==> config.mk <==
export PLATFORM = sky130hd
export DESIGN_NAME = serial_rx_router
export DESIGN_NICKNAME = d
export VERILOG_FILES = /design/src/rtl/srx_pkg.sv /design/src/rtl/srx_sync.sv /design/src/rtl/srx_framer.sv /design/src/rtl/srx_buffer.sv /design/src/rtl/serial_rx_router.sv
export SDC_FILE = /design/constraint.sdc
export NUM_CORES = 1
export LEC_CHECK = 0
export ABC_CLOCK_PERIOD_IN_PS = 1700
export BUFFER_PORTS_ARGS = -buffer_cell sky130_fd_sc_hd__buf_2
export CAP_MARGIN = 40
export CORE_MARGIN = 4
export CORE_UTILIZATION = 50
export CTS_CLUSTER_DIAMETER = 40
export DETAILED_ROUTE_END_ITERATION = 8
export PLACE_DENSITY = 0.73
export REMOVE_ABC_BUFFERS = 1
export SYNTH_ARGS = -nofsm -noshare
export SYNTH_HDL_FRONTEND = slang
export SYNTH_SLANG_ARGS = --single-unit
==> constraint.sdc <==
create_clock -name clk -period 1.7 [get_ports clk]
set_input_delay 0.17 -clock clk [delete_from_list [all_inputs] [get_ports clk]]
set_output_delay 0.17 -clock clk [all_outputs]
set_load 0.005 [all_outputs]
==> src/rtl/srx_pkg.sv <==
package srx_pkg;
  typedef enum logic [2:0] {
    ST_IDLE,
    ST_START,
    ST_DATA,
    ST_PAR,
    ST_STOP
  } rx_state_e;

  localparam logic [1:0] PM_NONE = 2'b00;
  localparam logic [1:0] PM_EVEN = 2'b01;
  localparam logic [1:0] PM_ODD  = 2'b10;

  function automatic logic parity_on(input logic [1:0] mode);
    return (mode == PM_EVEN) || (mode == PM_ODD);
  endfunction
endpackage

==> src/rtl/srx_sync.sv <==
module srx_sync #(
  parameter int STAGES    = 2,
  parameter bit RESET_VAL = 1'b1
) (
  input  logic clk,
  input  logic rst,
  input  logic din,
  output logic dout
);
  logic [STAGES-1:0] chain;

  always_ff @(posedge clk) begin
    if (rst) chain <= {STAGES{RESET_VAL}};
    else     chain <= {chain[STAGES-2:0], din};
  end

  assign dout = chain[STAGES-1];
endmodule

==> src/rtl/srx_framer.sv <==
module srx_framer
  import srx_pkg::*;
#(
  parameter int DATA_W = 8,
  parameter int OVS    = 16
) (
  input  logic              clk,
  input  logic              rst,
  input  logic              en,
  input  logic              tick,
  input  logic              line,
  input  logic [1:0]        par_mode,
  output logic              frame_done,
  output logic [DATA_W-1:0] frame_data,
  output logic              frame_perr,
  output logic              frame_ferr
);
  localparam int CW   = (OVS > 2) ? $clog2(OVS) : 1;
  localparam int BW   = (DATA_W > 2) ? $clog2(DATA_W) : 1;
  localparam int HALF = OVS / 2;

  rx_state_e         state;
  logic [CW-1:0]     cnt;
  logic [BW-1:0]     bidx;
  logic [DATA_W-1:0] shreg;
  logic              par_acc;
  logic              par_bit;
  logic              par_en_q;
  logic              par_odd_q;
  logic              at_half;
  logic              at_full;

  assign at_half = (cnt == CW'(HALF - 1));
  assign at_full = (cnt == CW'(OVS - 1));

  always_ff @(posedge clk) begin
    if (rst || !en) begin
      state      <= ST_IDLE;
      cnt        <= '0;
      bidx       <= '0;
      frame_done <= 1'b0;
      frame_perr <= 1'b0;
      frame_ferr <= 1'b0;
      par_acc    <= 1'b0;
      par_bit    <= 1'b0;
      par_en_q   <= 1'b0;
      par_odd_q  <= 1'b0;
      if (rst) shreg <= '0;
    end else begin
      frame_done <= 1'b0;
      if (tick) begin
        case (state)
          ST_IDLE: begin
            cnt <= '0;
            if (!line) state <= ST_START;
          end
          ST_START: begin
            if (at_half) begin
              cnt <= '0;
              if (!line) begin
                state     <= ST_DATA;
                bidx      <= '0;
                par_acc   <= 1'b0;
                par_en_q  <= parity_on(par_mode);
                par_odd_q <= (par_mode == PM_ODD);
              end else begin
                state <= ST_IDLE;
              end
            end else begin
              cnt <= cnt + 1'b1;
            end
          end
          ST_DATA: begin
            if (at_full) begin
              cnt     <= '0;
              shreg   <= {line, shreg[DATA_W-1:1]};
              par_acc <= par_acc ^ line;
              if (bidx == BW'(DATA_W - 1)) state <= par_en_q ? ST_PAR : ST_STOP;
              else                         bidx  <= bidx + 1'b1;
            end else begin
              cnt <= cnt + 1'b1;
            end
          end
          ST_PAR: begin
            if (at_full) begin
              cnt     <= '0;
              par_bit <= line;
              state   <= ST_STOP;
            end else begin
              cnt <= cnt + 1'b1;
            end
          end
          ST_STOP: begin
            if (at_full) begin
              cnt        <= '0;
              frame_done <= 1'b1;
              frame_ferr <= !line;
              frame_perr <= par_en_q && ((par_acc ^ par_bit) != par_odd_q);
              state      <= ST_IDLE;
            end else begin
              cnt <= cnt + 1'b1;
            end
          end
          default: state <= ST_IDLE;
        endcase
      end
    end
  end

  assign frame_data = shreg;
endmodule

==> src/rtl/srx_buffer.sv <==
module srx_buffer #(
  parameter int DATA_W = 8
) (
  input  logic              clk,
  input  logic              rst,
  input  logic              en,
  input  logic              frame_done,
  input  logic [DATA_W-1:0] frame_data,
  input  logic              frame_perr,
  input  logic              frame_ferr,
  input  logic              rd_strobe,
  input  logic              err_route,
  output logic [DATA_W-1:0] buf_data,
  output logic              buf_full,
  output logic              perr_q,
  output logic              ferr_q,
  output logic              ovr_q,
  output logic              irq_done,
  output logic              irq_err
);
  logic take;
  logic ovr_now;
  logic any_err;

  always_comb begin
    take    = frame_done && en;
    ovr_now = buf_full && !rd_strobe;
    any_err = ovr_now || frame_perr || frame_ferr;
  end

  always_ff @(posedge clk) begin
    if (rst) begin
      buf_data <= '0;
      buf_full <= 1'b0;
      perr_q   <= 1'b0;
      ferr_q   <= 1'b0;
      ovr_q    <= 1'b0;
      irq_done <= 1'b0;
      irq_err  <= 1'b0;
    end else begin
      irq_done <= 1'b0;
      irq_err  <= 1'b0;
      if (take) begin
        buf_data <= frame_data;
        buf_full <= 1'b1;
        perr_q   <= (perr_q && !rd_strobe) || frame_perr;
        ferr_q   <= (ferr_q && !rd_strobe) || frame_ferr;
        ovr_q    <= (ovr_q  && !rd_strobe) || ovr_now;
        irq_err  <= any_err;
        irq_done <= !any_err || !err_route;
      end else if (rd_strobe) begin
        buf_full <= 1'b0;
        perr_q   <= 1'b0;
        ferr_q   <= 1'b0;
        ovr_q    <= 1'b0;
      end
    end
  end
endmodule

==> src/rtl/serial_rx_router.sv <==
module serial_rx_router #(
  parameter int DATA_W = 8,
  parameter int OVS    = 16
) (
  input  logic              clk,
  input  logic              rst,
  input  logic              rx_en,
  input  logic              err_route,
  input  logic [1:0]        par_mode,
  input  logic              baud_tick,
  input  logic              rxd,
  input  logic              rd_strobe,
  output logic [DATA_W-1:0] rx_data,
  output logic              rx_full,
  output logic              st_parity_err,
  output logic              st_frame_err,
  output logic              st_overrun,
  output logic              irq_done,
  output logic              irq_err
);
  logic              line_s;
  logic              f_done;
  logic [DATA_W-1:0] f_data;
  logic              f_perr;
  logic              f_ferr;

  srx_sync #(.STAGES(2), .RESET_VAL(1'b1)) u_sync (
    .clk  (clk),
    .rst  (rst),
    .din  (rxd),
    .dout (line_s)
  );

  srx_framer #(.DATA_W(DATA_W), .OVS(OVS)) u_framer (
    .clk        (clk),
    .rst        (rst),
    .en         (rx_en),
    .tick       (baud_tick),
    .line       (line_s),
    .par_mode   (par_mode),
    .frame_done (f_done),
    .frame_data (f_data),
    .frame_perr (f_perr),
    .frame_ferr (f_ferr)
  );

  srx_buffer #(.DATA_W(DATA_W)) u_buffer (
    .clk        (clk),
    .rst        (rst),
    .en         (rx_en),
    .frame_done (f_done),
    .frame_data (f_data),
    .frame_perr (f_perr),
    .frame_ferr (f_ferr),
    .rd_strobe  (rd_strobe),
    .err_route  (err_route),
    .buf_data   (rx_data),
    .buf_full   (rx_full),
    .perr_q     (st_parity_err),
    .ferr_q     (st_frame_err),
    .ovr_q      (st_overrun),
    .irq_done   (irq_done),
    .irq_err    (irq_err)
  );
endmodule

### After elaboration in Yosys (flattened, before gate mapping)

Cells that the tools add are included.

* bits in registers: 41
* input port bits: 9
* logic and storage cells: 115

* add/sub/neg operators: 2
* equality and inequality tests: 19
* muxes and demuxes: 32
* bitwise operators: 6
* reductions and logical operators: 37

Operator list (count)
* 8-bit 2-to-1 mux: 5
* 3-bit 2-to-1 mux: 11
* 3-bit one-hot mux with 5 select lines: 1
* 4-bit one-hot mux with 3 select lines: 1
* 2-bit by 1-bit != test with 1-bit output, second input constant: 5
* 2-bit nonzero test: 5
* 1-bit 2-to-1 mux: 9
* 1-bit logical OR: 8
* 4-bit 2-to-1 mux: 2
* 2-bit != test, second input constant: 4
* 4-bit AND reduction: 2
* 7-bit AND reduction: 1
* 3-bit by 2-bit == test with 1-bit output, second input constant: 2
* 3-bit == test, second input constant: 2
* 1-bit logical AND: 6
* 3-bit one-hot mux with 2 select lines: 1
* 3-bit AND reduction: 2
* 6-bit AND reduction: 1
* 3-bit OR reduction: 2
* 1-bit zero test: 5
* 5-bit AND reduction: 1
* 4-bit by 1-bit adder with 4-bit output, second input constant: 1
* 4-bit by 3-bit == test with 1-bit output, second input constant: 1
* 4-bit == test, second input constant: 1
* other kinds (13): 17

### Depth between registers and ports, before layout

Gate-level depths: netlist of run 1.

* depth after elaboration: 6
* depth in mapped cells: 6
* depth with buffers taken out: 6

### Hierarchy

Synthesis of run 1 repeated with hierarchy kept, for this count alone.

* cell total of the unflattened synthesis: 197
* area total of the unflattened synthesis: 1810.5 µm²

Modules (own cells, without submodules)
* srx_framer: instances 1, cells each 137, area an instance 1267.5 µm², sequential area each 580.6 µm²
* srx_buffer: instances 1, cells each 56, area an instance 490.5 µm², sequential area each 280.3 µm²
* srx_sync: instances 1, cells each 4, area an instance 52.6 µm², sequential area each 40.0 µm²

### Worst setup path before layout of run 1

No wires, ideal clock.

* path type: flip-flop to flip-flop
* from: register u_framer.bidx[0]
* to: register u_framer.state[0]
* setup time: 0.121 ns
* arrival: 1.647 ns
* slack: -0.069 ns
* stages on the path, launching flop included: 7
* buffers on the path: 0
* clock period less this slack: 1.769 ns
* cell sequence: dfxtp_1 > ha_1 > ha_1 > a211o_2 > o21ai_0 > or3_4 > mux2_4

* cells in the longest elaborated chain, start to end: 3

Ends and longest elaborated chain
* from (decl): line srx_framer.sv:24 `logic [BW-1:0] bidx;`
* from (signal assigned): line srx_framer.sv:79 `else bidx <= bidx + 1'b1;`
* 3-bit == test: line srx_framer.sv:78 `if (bidx == BW'(DATA_W - 1)) state <= par_en_q ? ST_PAR : ST_STOP;`
* 2-bit by 1-bit != test with 1-bit output (no line)
* 7-bit AND reduction (no line)
* to (signal assigned): line srx_framer.sv:78
* to (decl): line srx_framer.sv:22 `rx_state_e state;`

No other way between the ends.
A chain may end at the register's enable or synchronous reset.

### Final worst setup path of run 1

Ends and elaborated chain as after synthesis.

==> summary.md, run 1 <==
| Metric | Value |
|---|---|
| Met1 wire length | `about 1800 um` |
| IO Pins | `23` |
| PnR worst setup slack | `0.0248 ns` |
| Dpl hpwl | `3210 um` |
| Initial antenna violation count | `0` |
| Critical path's slowest cell | `dfxtp_2` |
| DIE HEIGHT | `69.0 um` |
| Register area share after synthesis | `0.485` |
| Crit path cell chain | `ha_2, ha_2, a211o_2, o21ai_2, or3_4, mux2_4` |
| Tmin final | `1.68 ns` |
| Clk pwr share | `0.372` |
| Max incr delay on CP | `0.33 ns` |
| Leak | `~1.0 nW` |
| Skew final | `0.00334 ns` |
| Final Setup Violations | `0` |
| Sequential share of power | `0.583` |
| Non-Filler Instances | `between 200 and 300` |
| Wirelength per Cell | `15.0 um` |
| CP arrival | `1.85 ns` |
| Final Wtd Congestion | `0.836` |
| Die area | `0.00476 mm2` |
| Internal | `1.36 mW` |
| CTS Buffer Depth | `2` |
| Register bit count reported by yosys | `41` |
| Antenna cells | `0` |
| Post-synthesis cell type count | `49` |
| Reg area | `about 900 um2` |
| Highest fanout seen on the critical path | `2` |
| Via Count | `1584` |
| H-tree depth | `2` |
| Top Metal Used | `met4` |
| Share of cells above drive strength 1 | `0.350` |
| Fill cells | `273` |
| Worst Setup Start Kind | `flop` |
| Aggregate global-route resource usage | `0.201` |
| Vias in the first global route | `1602` |
| Worst vdd ir | `558 uV` |
| Combinational power share | `0.044` |
| Met2 Routed Length | `2270 um` |
| I/O Buffers | `22` |
| Final Hold Viols | `0` |
| Pin count of the biggest net entering global routing | `14` |
| Clk_lat worst skew | `roughly 0.28 ns` |
| Slew headroom | `0.697` |
| RSZ-0062 raised after global routing | `yes` |
| First-pass GRT wire length | `between 7000 and 8000 um` |
| Clock slew at reported path FFs | `approximately 0.080 ns` |
| TritonCTS clock tree | `yes` |
| Switching Fraction | `0.211` |
| Outcome | `completed` |
| Core Box Area | `0.00347 mm2` |
| Ys async rst share | `0` |
| Starting Density | `0.536` |
| Syn_area_per_cell | `approximately 9.8 um2` |
| Max-cap violation count | `0` |
| DR vias/cell | `5.54` |
| Top cells by count, synth | `dfxtp_1, nand2_1, a21oi_1` |
| Post-synth EDFFs | `8` |
| Drt first pass iters | `4` |
| First DRT Iteration DRCs | `76` |
| # DRC | `0` |
| Final net count | `roughly 250` |
| Fmax | `between 500 and 600 MHz` |
| Tightest Hold Check Type | `in -> reg` |
| Rows | `21` |
| Synth Warn # | `0` |
| CTS root buf | `clkbuf_8` |
| Dpl ws | `-0.229 ns` |
| Pwr per Cell Area | `741 mW/mm2` |
| Worst setup path class | `reg -> reg` |
| Most common cell on crit path | `ha_2` |
| Die X | `between 60 and 70 um` |
| Crit share post-route | `0.985` |
| Critical path endpoint category | `flop` |
| GRT Residual Overflow | `0` |
| Sw Pwr | `approximately 0.36 mW` |
| Placed cell count | `274` |
| Min Hold Slack | `0.0654 ns` |
| Hold-fix buffers, CTS | `0` |
| Leading area contributor after synthesis | `dfxtp_1` |
| Synth area leaders | `dfxtp_1, edfxtp_1, nand2_1, a21oi_1, mux2i_1` |
| Multi-input combinational cell area | `920 um2` |
| Ys flop type | `dfxtp_1` |
| Final wirelength | `between 4000 and 5000 um` |
| Post-synthesis instance area | `~0.0019 mm2` |
| Critical Path RT | `1.87 ns` |
| Met3 routed WL | `178 um` |
| Antenna viol nets, final | `0` |
| CTS sink count | `41` |
| Area growth syn-to-layout | `25.4%` |
| Gate Count Post-Synth | `190` |
| Worst Tran Pin Value | `0.454 ns` |
| Max Slew Vio Count | `0` |
| Most frequent cell after synthesis | `dfxtp_1` |
| CTS buffer count | `5` |
| Yosys top cell area share | `0.355` |
-- final timing paths --
| kind | depth (start not counted) | start | endpoint | slack (ns) |
|---|---|---|---|---|
| worst max-delay path | 6 | u_framer.bidx[0]$_SDFFE_PP0P_ | u_framer.state[0]$_SDFFE_PP0P_ | 0.02 |
| worst min-delay path | 2 | rxd | u_sync.chain[0]$_SDFF_PP1_ | 0.07 |
| worst max register to register | 6 | u_framer.bidx[0]$_SDFFE_PP0P_ | u_framer.state[0]$_SDFFE_PP0P_ | 0.02 |
| worst min register to register | 1 | u_sync.chain[0]$_SDFF_PP1_ | u_sync.chain[1]$_SDFF_PP1_ | 0.42 |
-- cell usage in the layout, fill, tap and decap left out, drive strengths merged, types with 2 or more instances in the layout --
cell and instances:
o311ai 2, nor2b 5, a211oi 3, nand2 28
dfxtp 33, or3 2, inv 4, nor3 3
clkbuf 6, a21oi 17, nand2b 2, a211o 2
nor3b 3, mux2i 8, nor2 13, edfxtp 8
clkinv 2, or2 3, ha 4, nand3 6
a31oi 2, and2 9, buf 51, o21ai 5
-- layout make-up --
class,count,area share
inverter,4,0.00644
clock buffer,6,0.0354
multi-input combinational,136,0.394
clock inverter,2,0.00590
tap,46,0.0247
sequential,41,0.391
timing repair buffer,51,0.142
-- power groups by stage --
stage / clock (mW) / combinational (mW) / sequential [mW]
4_1_cts: 0.661 / 0.0758 / 1.01
5_1_grt: 0.692 / 0.0850 / 1.01
6_report: 0.644 / 0.0763 / 1.01
3_3_place_gp: 0 / 0.0710 / 1.03
3_5_place_dp: 0 / 0.0732 / 1.03
2_1_floorplan: 0 / 0.0323 / 1.03
-- critical path: cells and delay by family (launching register included) --
kind                     cells  cell delay, ns
flip-flops                   1            0.33
adder cells (fa/ha/maj)      2            0.34
AND/OR/NAND/NOR              1            0.15
multiplexers                 1            0.28
AO/OA/AOI/OAI                2            0.46
-- per-layer routing --
metal  up-vias  GRT usage
li1        771          -
met1       764      0.241
met2        43      0.362
met3         6     0.0405
met4         0     0.0560
met5         -          0
-- metrics by stage --
step	utilization	TNS [ns]	total power, mW	instance area (um2)
after floorplan	-	-0.0688	1.06	1800
after global placement	0.622	-0.135	1.10	2160
after detailed placement	0.622	-0.522	1.11	2160
after CTS	0.670	-0.0185	1.75	2320
after global routing	0.672	-0.00216	1.79	2330
final	0.672	0	1.73	2330
-- timing repair --
| action | 4_1_cts | 5_1_grt |
|---|---|---|
| endpoints found under the setup margin | 5 | 6 |
| pin swaps | 4 | 4 |
| endpoints found under the hold margin | 0 | 0 |
| setup buffers | 4 | 0 |
| cloned | 0 | 0 |
| gates resized for setup | 14 | 5 |
-- flip-flops by register name (all words and copies together) (netlist names) --
register,flops
u_framer.par_bit,1
u_framer.par_odd_q,1
u_framer.frame_data,8
u_framer.frame_perr,1
u_framer.frame_done,1
u_sync.chain,2
u_framer.frame_ferr,1
u_framer.bidx,3
u_framer.cnt,4
u_buffer.buf_data,8
u_buffer.perr_q,1
u_framer.state,3
u_buffer.irq_done,1
u_buffer.irq_err,1
u_buffer.buf_full,1
u_framer.par_en_q,1
u_framer.par_acc,1
u_buffer.ovr_q,1
u_buffer.ferr_q,1
-- logic make-up (layout without fill, tap and decap cells) --
| group | after synthesis | count (layout) | synth area share |
|---|---|---|---|
| adders and majority gates | 5 | 5 | 0.0323 |
| xor gates and xnor gates | 1 | 1 | 0.0121 |
| buffers and inverters | 13 | 63 | 0.0390 |
| DFF | 41 | 41 | 0.485 |
| muxes | 9 | 9 | 0.0511 |
| and+or+nand+nor | 79 | 79 | 0.226 |
| AOI/OAI and AO/OA | 42 | 42 | 0.155 |
Power figures use the tool's default switching activity.
==> inputs of run 2 (changes only) <==
- CORE_ASPECT_RATIO: default -> 1.2
==> summary.md, run 2 (synthesis results as in run 1) <==
| Metric | Value |
|---|---|
| Outcome | `complete, but fails checks` |
| Failing checks | `negative setup slack` |
| Critical Path RT | `1.89 ns` |
| Most common cell on crit path | `ha_4` |
| Clk_lat worst skew | `about 0.28 ns` |
| Clk pwr share | `0.374` |
| Antenna viol nets, final | `0` |
| Wirelength per Cell | `14.2 um` |
| CTS Buffer Depth | `2` |
| Pwr per Cell Area | `between 700 and 800 mW/mm2` |
| DR vias/cell | `5.44` |
| DIE HEIGHT | `74.8 um` |
| Die X | `63.7 um` |
| Critical path's slowest cell | `or3_4` |
| Combinational power share | `0.044` |
| GRT Residual Overflow | `0` |
| Worst vdd ir | `641 uV` |
| Dpl ws | `-0.149 ns` |
| Fill cells | `306` |
| Sequential share of power | `0.582` |
| Leak | `around 0.97 nW` |
| First DRT Iteration DRCs | `59` |
| Max-cap violation count | `0` |
| CTS root buf | `clkbuf_8` |
| Sw Pwr | `around 0.37 mW` |
| Most frequent cells in the layout | `nand2_1, buf_4, dfxtp_1` |
| Vias in the first global route | `approximately 1400` |
| Switching Fraction | `0.212` |
| Internal | `1.37 mW` |
| Setup TNS | `-0.000530 ns` |
| Final wirelength | `3930 um` |
| Final Wtd Congestion | `0.805` |
| Tmin final | `1.70 ns` |
| Most common cell after layout, fill and taps aside | `nand2_1` |
| Starting Density | `0.516` |
| Multi-input combinational cell area | `942 um2` |
| Max Slew Vio Count | `0` |
| I/O Buffers | `22` |
| Final Hold Viols | `0` |
| Critical path buffer and inverter count | `1` |
| Antenna cells | `0` |
| PnR worst setup slack | `-0.000530 ns` |
| Crit path cell chain | `ha_4, ha_4, a211o_4, o21ai_2, or3_4, buf_6, o41ai_2` |
| # DRC | `0` |
| Skew final | `0.00287 ns` |
| TritonCTS clock tree | `yes` |
| Max incr delay on CP | `roughly 0.38 ns` |
| Worst setup path class | `reg -> reg` |
| Delay-heaviest family, CP | `compound AO/OA/AOI/OAI gates` |
| Via Count | `1506` |
| H-tree depth | `2` |
| Aggregate global-route resource usage | `0.172` |
| Drt first pass iters | `4` |
| Final Setup Violations | `1` |
| CTS sink count | `41` |
| Highest fanout seen on the critical path | `2` |
| CTS buffer count | `5` |
| Reg area | `910 um2` |
| Crit share post-route | `1.00` |
| Critical path endpoint category | `flop` |
| Tot Pwr | `1.74 mW` |
| Die area | `0.00476 mm2` |
| First-pass GRT wire length | `6320 um` |
| Core Box Area | `0.00360 mm2` |
| Slew headroom | `0.676` |
| Clock slew at reported path FFs | `approximately 0.080 ns` |
| Final net count | `250` |
| Worst Tran Pin Value | `0.479 ns` |
| IO Pins | `23` |
| Share of cells above drive strength 1 | `0.340` |
| Setup slack, reg-to-reg | `-0.0005 ns` |
| Dpl hpwl | `roughly 2900 um` |
| Tightest Hold Check Type | `in -> reg` |
| Hold-fix buffers, CTS | `0` |
| Initial antenna violation count | `0` |
| Pin count of the biggest net entering global routing | `15` |
| Worst Setup Start Kind | `flop` |
| Fmax | `588 MHz` |
| Area growth syn-to-layout | `25.0%` |
| Rows | `24` |
| RSZ-0062 raised after global routing | `yes` |
| CP arrival | `about 1.9 ns` |
run 2: worst paths after layout:
path | start | endpoint | cells past startpoint
min | err_route | u_buffer.irq_done$_SDFF_PP0_ | 2
max reg2reg | u_framer.bidx[1]$_SDFFE_PP0P_ | u_framer.state[1]$_SDFFE_PP0P_ | 7
max | u_framer.bidx[1]$_SDFFE_PP0P_ | u_framer.state[1]$_SDFFE_PP0P_ | 7
min reg2reg | u_sync.chain[0]$_SDFF_PP1_ | u_sync.chain[1]$_SDFF_PP1_ | 1
run 2: power by group through the flow:
stage / sequential (mW) / clock (mW) / combinational, mW
finish: 1.01 / 0.651 / 0.0762
detailed placement: 1.03 / 0 / 0.0730
global placement: 1.03 / 0 / 0.0719
global route: 1.01 / 0.716 / 0.0843
floorplan: 1.03 / 0 / 0.0323
CTS: 1.01 / 0.666 / 0.0757
run 2: layout make-up:
class                   count  area share
multi-input cells         136       0.405
flip-flops and latches     41       0.391
repair buffers             49       0.136
clock buffers               7      0.0371
well taps                  39      0.0210
inverters                   4     0.00646
clock inverters             1     0.00269
run 2: per-layer routing:
| metal | vias up | routed length (um) | track usage |
|---|---|---|---|
| met5 | - | 0 | 0 |
| met4 | 0 | 29 | 0.0719 |
| met3 | 2 | 108 | 0.0313 |
| met2 | 28 | 2010 | 0.312 |
| met1 | 703 | 1780 | 0.201 |
| li1 | 773 | - | - |
run 2: stage by stage:
stage | hold WS [ns] | cell area [um2] | util | instances
2_1_floorplan | 0.239 | 1800 | - | 181
3_3_place_gp | 0.346 | 2160 | 0.598 | 268
3_5_place_dp | 0.350 | 2160 | 0.598 | 268
4_1_cts | 0.0482 | 2280 | 0.633 | 277
5_1_grt | 0.0324 | 2320 | 0.645 | 277
6_report | 0.0553 | 2320 | 0.645 | 277
run 2: repair_timing:
action / in CTS / in global routing
endpoints found under the setup margin: 3 / 10
hold endpoints to repair: 0 / 0
pin swaps: 4 / 6
gates resized for setup: 10 / 9
setup buffers: 1 / 0
==> inputs of run 3 (changes only) <==
- CORE_ASPECT_RATIO: 1.2 -> 1.4
==> summary.md, run 3 (synthesis results as in run 1) <==
| Metric | Value |
|---|---|
| Outcome | `completed` |
| Critical Path RT | `between 1.5 and 2 ns` |
| Rows | `25` |
| Worst Setup Start Kind | `flop` |
| Fill cells | `around 280` |
| Min Hold Slack | `~0.056 ns` |
| Dpl ws | `-0.220 ns` |
| Highest fanout seen on the critical path | `7` |
| Pin count of the biggest net entering global routing | `17` |
| Worst setup path class | `reg -> reg` |
| Reg area | `slightly above 900 um2` |
| GRT Residual Overflow | `0` |
| Vias in the first global route | `1619` |
| Tmin final | `1.67 ns` |
| # DRC | `0` |
| Clock slew at reported path FFs | `0.08 ns` |
| Worst vdd ir | `735 uV` |
| Tightest Hold Check Type | `in -> reg` |
| TritonCTS clock tree | `yes` |
| Most frequent cells in the layout | `nand2_1, buf_4, dfxtp_1` |
| Crit share post-route | `0.983` |
| Hold-fix buffers, CTS | `0` |
| Max-cap violation count | `0` |
| Aggregate global-route resource usage | `0.203` |
| CTS Buffer Depth | `2` |
| Core Box Area | `approximately 0.0035 mm2` |
| First DRT Iteration DRCs | `50` |
| Final net count | `251` |
| H-tree depth | `2` |
| Via Count | `around 1600` |
| Slew headroom | `0.703` |
| I/O Buffers | `22` |
| Starting Density | `0.535` |
| CTS root buf | `clkbuf_8` |
| PnR worst setup slack | `0.0286 ns` |
| Final Hold Viols | `0` |
| Area growth syn-to-layout | `25.0%` |
| Antenna cells | `0` |
| Drt first pass iters | `4` |
| CTS sink count | `41` |
| Die area | `0.00477 mm2` |
| Final Wtd Congestion | `0.831` |
| Clk_lat worst skew | `0.29 ns` |
| Initial antenna violation count | `0` |
| Die X | `59.5 um` |
| RSZ-0062 raised after global routing | `yes` |
| Pwr per Cell Area | `737 mW/mm2` |
| Max Slew Vio Count | `0` |
| First-pass GRT wire length | `between 7000 and 8000 um` |
| Final Setup Violations | `0` |
| Fmax | `598 MHz` |
| Multi-input combinational cell area | `937 um2` |
| Wirelength per Cell | `15.8 um` |
| Leak | `0.976 nW` |
| Dpl hpwl | `3040 um` |
| Worst Tran Pin Value | `0.434 ns` |
| Final wirelength | `4400 um` |
| Final core occ | `0.669` |
| IO Pins | `23` |
| CP arrival | `1.87 ns` |
| Share of cells above drive strength 1 | `0.343` |
| Antenna viol nets, final | `0` |
| Tot Pwr | `about 1.7 mW` |
| Skew final | `0.00153 ns` |
| Critical path endpoint category | `flop` |
| DIE HEIGHT | `between 80 and 90 um` |
| CTS buffer count | `5` |
| DR vias/cell | `5.75` |
run 3: path summary, 6_finish.rpt:
check | start | to | slack, ns | cells past startpoint
setup / recovery | u_framer.state[2]$_SDFFE_PP0P_ | u_framer.state[1]$_SDFFE_PP0P_ | 0.03 | 5
hold / removal | rxd | u_sync.chain[0]$_SDFF_PP1_ | 0.06 | 2
setup reg to reg | u_framer.state[2]$_SDFFE_PP0P_ | u_framer.state[1]$_SDFFE_PP0P_ | 0.03 | 5
hold reg to reg | u_sync.chain[0]$_SDFF_PP1_ | u_sync.chain[1]$_SDFF_PP1_ | 0.42 | 1
run 3: routing by layer:
layer	part of all wire	vias to the layer above	global-route usage	wire length, um
met5	0	-	0	0
met4	0.027	0	0.102	121
met3	0.040	13	0.0450	177
met2	0.55	41	0.359	2420
met1	0.38	780	0.221	1690
li1	-	771	-	-
run 3: what timing repair did:
action	4_1_cts	5_1_grt
pin swaps	4	3
gates cloned	0	0
endpoints found under the setup margin	4	6
resized for setup	12	9
buffers inserted	1	3
run 3: area by class of cell:
class                           instances  share of cell area
Sequential cell                        41               0.392
Tap cell                               40              0.0215
Multi-Input combinational cell        136               0.403
Clock buffer                            5              0.0296
Clock inverter                          3             0.00754
Timing Repair Buffer                   50               0.139
Inverter                                4             0.00646
run 3: metrics by stage:
stage,setup TNS (ns),instance area (um2),cells
finish,0,2320,279
global route,-0.106,2320,279
CTS,0,2260,276
detailed placement,-0.482,2140,267
global placement,-0.137,2140,267
floorplan,-0.0688,1800,181
run 3: worst max-delay path, stage by stage (launching register included):
cell and delay, ns:
dfxtp_1 0.50, nor2b_1 0.11, o22a_1 0.22, or3_4 0.40
buf_4 0.15, o41ai_2 0.19
run 3: report_power, final:
group	internal, mW	switching (mW)	total (mW)	leakage [nW]
sequential	1.00	0.00788	1.01	0.352
combinational	0.0341	0.0433	0.0773	0.579
clock	0.284	0.343	0.627	0.0455
